--- config.mk ---
export PLATFORM = sky130hd
export DESIGN_NAME = irq_aggregator
export DESIGN_NICKNAME = d
export VERILOG_FILES = /design/src/rtl/irq_agg_pkg.sv /design/src/rtl/irq_sync.sv /design/src/rtl/irq_filter.sv /design/src/rtl/irq_aggregator.sv
export SDC_FILE = /design/constraint.sdc
export NUM_CORES = 1
export LEC_CHECK = 0
export BUFFER_PORTS_ARGS = -buffer_cell sky130_fd_sc_hd__buf_2
export CORE_MARGIN = 5
export CORE_UTILIZATION = 60
export DETAILED_ROUTE_END_ITERATION = 8
export PLACE_DENSITY = 0.76
export SLEW_MARGIN = 20
export SYNTH_ARGS = -nofsm -noshare
export SYNTH_HDL_FRONTEND = slang
export SYNTH_SLANG_ARGS = --single-unit
--- constraint.sdc ---
create_clock -name clk -period 1.92 [get_ports clk]
set_input_delay 0.192 -clock clk [delete_from_list [all_inputs] [get_ports clk]]
set_output_delay 0.192 -clock clk [all_outputs]
set_load 0.02 [all_outputs]
--- src/rtl/irq_agg_pkg.sv ---
package irq_agg_pkg;
    typedef enum logic [1:0] {
        ST_IDLE    = 2'd0,
        ST_QUAL_LO = 2'd1,
        ST_ACTIVE  = 2'd2,
        ST_QUAL_HI = 2'd3
    } filt_state_e;
endpackage

--- src/rtl/irq_sync.sv ---
module irq_sync #(
    parameter int STAGES = 2
) (
    input  logic clk,
    input  logic rst_n,
    input  logic d_in,
    output logic q_out
);
    logic [STAGES-1:0] chain;

    always_ff @(posedge clk or negedge rst_n) begin
        if (!rst_n) chain <= '1;
        else        chain <= {chain[STAGES-2:0], d_in};
    end

    assign q_out = chain[STAGES-1];

    // Timing part of R4 and R6: output is input delayed by two edges
    assert_sync_delay_R4: assert property (@(posedge clk) disable iff (!rst_n)
        ($past(rst_n) && $past(rst_n, 2)) |-> (q_out == $past(d_in, 2)));
endmodule

--- src/rtl/irq_filter.sv ---
module irq_filter
    import irq_agg_pkg::*;
#(
    parameter int LOW_REJ  = 50,
    parameter int HIGH_REJ = 25
) (
    input  logic clk,
    input  logic rst_n,
    input  logic in_n,
    output logic pending
);
    localparam int MAXC = (LOW_REJ > HIGH_REJ) ? LOW_REJ : HIGH_REJ;
    localparam int CW   = $clog2(MAXC + 1);
    localparam logic [CW-1:0] LO_LAST = CW'(LOW_REJ - 1);
    localparam logic [CW-1:0] HI_LAST = CW'(HIGH_REJ - 1);

    filt_state_e state, state_nx;
    logic [CW-1:0] cnt, cnt_nx;

    always_ff @(posedge clk or negedge rst_n) begin
        if (!rst_n) begin
            state <= ST_IDLE;
            cnt   <= '0;
        end else begin
            state <= state_nx;
            cnt   <= cnt_nx;
        end
    end

    always_comb begin
        state_nx = state;
        cnt_nx   = cnt;
        unique case (state)
            ST_IDLE: begin
                if (!in_n) begin            // t_lo_seen
                    state_nx = ST_QUAL_LO;
                    cnt_nx   = CW'(1);
                end
            end
            ST_QUAL_LO: begin
                if (in_n) begin             // t_lo_abort
                    state_nx = ST_IDLE;
                    cnt_nx   = '0;
                end else if (cnt == LO_LAST) begin  // t_lo_done
                    state_nx = ST_ACTIVE;
                    cnt_nx   = '0;
                end else begin
                    cnt_nx = cnt + CW'(1);
                end
            end
            ST_ACTIVE: begin
                if (in_n) begin             // t_hi_seen
                    state_nx = ST_QUAL_HI;
                    cnt_nx   = CW'(1);
                end
            end
            ST_QUAL_HI: begin
                if (!in_n) begin            // t_hi_abort
                    state_nx = ST_ACTIVE;
                    cnt_nx   = '0;
                end else if (cnt == HI_LAST) begin  // t_hi_done
                    state_nx = ST_IDLE;
                    cnt_nx   = '0;
                end else begin
                    cnt_nx = cnt + CW'(1);
                end
            end
            default: begin
                state_nx = ST_IDLE;
                cnt_nx   = '0;
            end
        endcase
    end

    always_comb begin
        unique case (state)
            ST_ACTIVE, ST_QUAL_HI: pending = 1'b1;
            default:               pending = 1'b0;
        endcase
    end

    // Independent run-length trackers for the checks below
    logic [CW-1:0] run_lo, run_hi;
    always_ff @(posedge clk or negedge rst_n) begin
        if (!rst_n) begin
            run_lo <= '0;
            run_hi <= '0;
        end else begin
            run_lo <= in_n  ? '0 : ((run_lo == CW'(MAXC)) ? run_lo : run_lo + CW'(1));
            run_hi <= !in_n ? '0 : ((run_hi == CW'(MAXC)) ? run_hi : run_hi + CW'(1));
        end
    end

    assert_low_window_R3: assert property (@(posedge clk) disable iff (!rst_n)
        $rose(pending) |-> (run_lo >= CW'(LOW_REJ)));

    assert_high_window_R5: assert property (@(posedge clk) disable iff (!rst_n)
        $fell(pending) |-> (run_hi >= CW'(HIGH_REJ)));

    assert_direction_R9: assert property (@(posedge clk) disable iff (!rst_n)
        !$stable(pending) |-> (pending == !$past(in_n)));

    assert_no_overflow_R8: assert property (@(posedge clk) disable iff (!rst_n)
        cnt < CW'(MAXC));
endmodule

--- src/rtl/irq_aggregator.sv ---
module irq_aggregator #(
    parameter int CHANNELS = 4,
    parameter int LOW_REJ  = 50,
    parameter int HIGH_REJ = 25
) (
    input  logic                clk,
    input  logic                rst_n,
    input  logic [CHANNELS-1:0] irq_n_raw,
    output logic                irq_oe,
    output logic [CHANNELS-1:0] status
);
    logic [CHANNELS-1:0] irq_n_sync;

    for (genvar g = 0; g < CHANNELS; g++) begin : g_chan
        irq_sync #(.STAGES(2)) u_sync (
            .clk   (clk),
            .rst_n (rst_n),
            .d_in  (irq_n_raw[g]),
            .q_out (irq_n_sync[g])
        );
        irq_filter #(.LOW_REJ(LOW_REJ), .HIGH_REJ(HIGH_REJ)) u_filt (
            .clk     (clk),
            .rst_n   (rst_n),
            .in_n    (irq_n_sync[g]),
            .pending (status[g])
        );
    end

    assign irq_oe = |status;

    // the first cycle out of reset shows nothing pending
    assert_reset_clear_R1: assert property (@(posedge clk) disable iff (!rst_n)
        !$past(rst_n) |-> (status == '0));

    // a freshly asserted output must come from a raw line that was low earlier
    assert_oe_source_R2: assert property (@(posedge clk) disable iff (!rst_n)
        $rose(irq_oe) |-> ($past(irq_n_raw, 3) != '1));
endmodule

==> results.md <==
- Pwr Density: between 1000 and 1500 nW/um^2
- Max Transition Viols Final: 0
- Wire length per cell: about 14 um
- Cells after Synth: between 200 and 250
- Final setup viols: 0
- Status: complete, no violations
- R2r setup slk: 0.16 ns
- Placement Cell Area: 2270 um^2
- Clock root buffer master: sky130_fd_sc_hd__clkbuf_8
- Chip Width: 70.5 um
- Worst Setup End Kind: flop
- Via/cell ratio: 5.83
- Fraction of final layout cells sized beyond drive strength 1: between 10% and 20%
- RSZ-0062 raised after global routing: no
- Global-route usage over all layers: 17.7%
- Static leakage: 0.00111 uW
- Routability congestion estimate: 0.793
- Antenna diodes: 0
- Later-pin clock latency in the skew report: 0.29 ns
- Proportion of synthesized flip-flops having asynchronous set or reset: 100%
- Number of nets in the synthesized netlist: 241
- Crit path max-delay cell type: sky130_fd_sc_hd__a2111oi_4
- Pre-Repair DR Iteration Count: 4
- Number of flops mapped to enable cells by yosys: 0
- Register bit total from synthesis: 40
- Largest buffer count on any clock path: 2
- Minimum clock period: ~1.8 ns
- Achievable frequency: 0.567 GHz
- Category of the worst setup path launch point: flop
- Final period utilization: 91.8%
- CP Launch Point: g_chan[0].u_filt.cnt[1]
- Final std cell area, no fill: 2430 um^2
- Clock Sink Count: 40
- RR Startpoint: g_chan[0].u_filt.cnt[1]
- Post-Route WL: roughly 4000 um
- Met3 wire length: 132 um
- Worst supply voltage drop on vdd: 0.692 mV
- Number of vias after detailed routing: 1667
- Count of input and output buffers: 10
- Maximum number of pins on one net before global-route repair: 41
- Summed instance area of the synthesized netlist: ~2200 um^2
- Sum of internal, switching and leakage power: 2900 uW
- Floorplan die area: 4980 um^2
- Number of fillers in the final layout: 305
- Number of buffers created by CTS: 5
- H-tree levels: 2
- Number of different library cells in the post-synthesis netlist: 43
- Critical path start-end classification: reg -> reg
- Initial Util: about three fifths
- Per-instance average area after synthesis: 9.86 um^2
- Maximum clock skew at final layout: 0.0120 ns
- NumNets Final: around 260
- Sum of met2 wire segment lengths after detailed routing: 1950 um
- Antenna violations before repair: 0
- Main area contributors after synthesis: sky130_fd_sc_hd__dfrtp_1 36%, sky130_fd_sc_hd__dfstp_2 9.6%, sky130_fd_sc_hd__ha_1 6.8%
- First-pass GRT wire length: between 7000 and 8000 um
- Number of violations of the max-capacitance limit: 0
- Leading register cell type out of synthesis: sky130_fd_sc_hd__dfrtp_1
- Setup slack at placement: 0.121 ns
- Clock tree from TritonCTS: yes
- Cell accounting for the most synthesized area: sky130_fd_sc_hd__dfrtp_1
- Max incr delay on CP: between 0.5 and 0.6 ns
- Hold Crit Class: reg -> reg
- Number of core rows: 22
- Portion of synthesized cell area occupied by the leading cell type: 36.4%
- Worst EP arrival: 1.96 ns
- Routed length on met1: 1860 um
- Vertical extent of the die: 70.5 um
- Sequential area share after synthesis: 46.0%
- CP Max Fanout: 9
- Post-route DRC: 0
- Count of yosys warnings during synthesis: 0
- Core area: 3610 um^2
- Hpwl dp: 2790 um
- Crit path cell chain: inv_1 > ha_1 > nor4bb_1 > a2111oi_4 > o21ai_0 > a22oi_1
- Worst slew margin relative to its limit: around two thirds
- Via count of the first global-routing pass: 1622
- Highest metal used: met4
- Signed area change from the synthesized netlist to the final layout: 10.3%
- DR iter-0 viols: 167
- I/O pin total: 11
- Antenna viol nets, final: 0
- Setup ws final: 0.158 ns
- Total Neg Setup Slack: 0 ns
- Worst slew pin tran: approximately 0.53 ns
- Worst endpoint required time: approximately 2.1 ns
- Total gr overflow: 0
- Hold Crit Start: g_chan[1].u_sync.chain[0]
- Clock Pin Slew Worst Setup and Hold Paths: 0.08 ns
- Worst Hold Margin: 0.352 ns
- Final hold viol count: 0
## routing by layer
metal | GRT usage [%] | vias to the layer above
li1 | - | 818
met3 | 4.12 | 4
met4 | 7.52 | 0
met2 | 27.7 | 26
met1 | 23.9 | 819
met5 | 0 | -
## synth_stat cells, drive strengths merged (4+ instances only)
| library cell | number |
|---|---|
| and2 | 5 |
| a21oi | 5 |
| nand3 | 11 |
| nor2b | 5 |
| buf | 5 |
| clkbuf | 4 |
| o22ai | 8 |
| ha | 12 |
| nand2 | 30 |
| inv | 14 |
| dfrtp | 32 |
| a22oi | 7 |
| nor2 | 15 |
| dfstp | 8 |
| o21ai | 15 |
| nand4b | 4 |
## worst max-delay path, delay by kind of cell (launching register included)
kind / cells / cell delay [ns]
adder cells (fa/ha/maj): 1 / 0.18
AND/OR/NAND/NOR: 1 / 0.15
flip-flops: 1 / 0.41
buffers and inverters: 1 / 0.08
AO/OA/AOI/OAI: 3 / 0.88
## where the power goes
group          internal [uW]  total (uW)  switching [uW]  leakage, uW
Clock                    386         669             283    0.0000552
Combinational            365         919             554     0.000547
Sequential              1040        1310             275     0.000504
Total                   1790        2900            1110      0.00111
## cells by family (layout without fill, tap and decap cells)
kind of cell / Yosys count / count (layout) / share of synthesized area, %
buf+inv: 23 / 38 / 4.61
simple gates: 82 / 82 / 18.7
xor+xnor: 6 / 6 / 2.39
mux: 1 / 1 / 0.455
flops: 40 / 40 / 46.0
compound gates: 59 / 59 / 21.1
fa+ha+maj: 12 / 12 / 6.83
## area by class of cell
type | instances | area [um^2] | area share (%)
clock buffers | 6 | 72.6 | 2.99
clock inverters | 2 | 35.0 | 1.44
inverters | 14 | 52.6 | 2.17
multi-input cells | 160 | 1090 | 44.8
flip-flops and latches | 40 | 1010 | 41.7
well taps | 48 | 60.1 | 2.48
repair buffers | 16 | 108 | 4.44
## placed cells by master, fill, tap and decap left out, types with 2 or more instances in the layout
cell / count
sky130_fd_sc_hd__nor4bb_1: 2
sky130_fd_sc_hd__a22oi_1: 7
sky130_fd_sc_hd__o31ai_1: 3
sky130_fd_sc_hd__ha_1: 12
sky130_fd_sc_hd__xor2_1: 3
sky130_fd_sc_hd__inv_1: 14
sky130_fd_sc_hd__nand4b_1: 4
sky130_fd_sc_hd__nor2b_1: 5
sky130_fd_sc_hd__nand3_1: 11
sky130_fd_sc_hd__dlygate4sd3_1: 5
sky130_fd_sc_hd__o21ai_1: 2
sky130_fd_sc_hd__nand2b_1: 2
sky130_fd_sc_hd__and2_1: 5
sky130_fd_sc_hd__clkbuf_8: 5
sky130_fd_sc_hd__a22o_1: 2
sky130_fd_sc_hd__nor3_1: 3
sky130_fd_sc_hd__buf_2: 10
sky130_fd_sc_hd__a31oi_1: 2
sky130_fd_sc_hd__a21oi_1: 5
sky130_fd_sc_hd__xnor2_1: 3
sky130_fd_sc_hd__a2111oi_4: 2
sky130_fd_sc_hd__dfrtp_1: 32
sky130_fd_sc_hd__o2111a_1: 2
sky130_fd_sc_hd__o21ai_0: 13
sky130_fd_sc_hd__nand2_1: 30
sky130_fd_sc_hd__dfstp_2: 8
sky130_fd_sc_hd__o21bai_1: 2
sky130_fd_sc_hd__nor2_1: 15
sky130_fd_sc_hd__o22ai_1: 8
sky130_fd_sc_hd__o21a_1: 2
sky130_fd_sc_hd__a21o_1: 3
## what timing repair did
| action | 4_1_cts | 5_1_grt |
|---|---|---|
| endpoints found under the hold margin | 36 | 0 |
| hold buffers | 5 | 0 |
| resized for setup | 0 | 0 |
| endpoints found under the setup margin | 0 | 2 |
| buffers inserted | 0 | 0 |
## worst paths after layout
| kind | to | cells after the start |
|---|---|---|
| max in group asynchronous | g_chan[2].u_sync.chain[0] | 3 |
| min in group asynchronous | g_chan[0].u_filt.cnt[3] | 3 |
| setup reg to reg | g_chan[0].u_filt.cnt[0] | 6 |
| hold reg to reg | g_chan[1].u_sync.chain[1] | 0 |
| setup / recovery | g_chan[0].u_filt.cnt[0] | 6 |
| hold / removal | g_chan[1].u_sync.chain[1] | 0 |
## sequential cells by signal, summed over array words and instances, names as in the netlist, named ones only
name / cells
g_chan.u_filt.state: 4
g_chan.u_sync.chain: 8
g_chan.u_filt.cnt: 24
## stage by stage
| stage | instances | util, % |
|---|---|---|
| finish | 286 | 67.3 |
| global route | 286 | 67.3 |
| CTS | 286 | 67.3 |
| detailed placement | 273 | 62.9 |
| global placement | 273 | 62.9 |
| floorplan | 223 | - |
(Power assumes the default switching activity.)
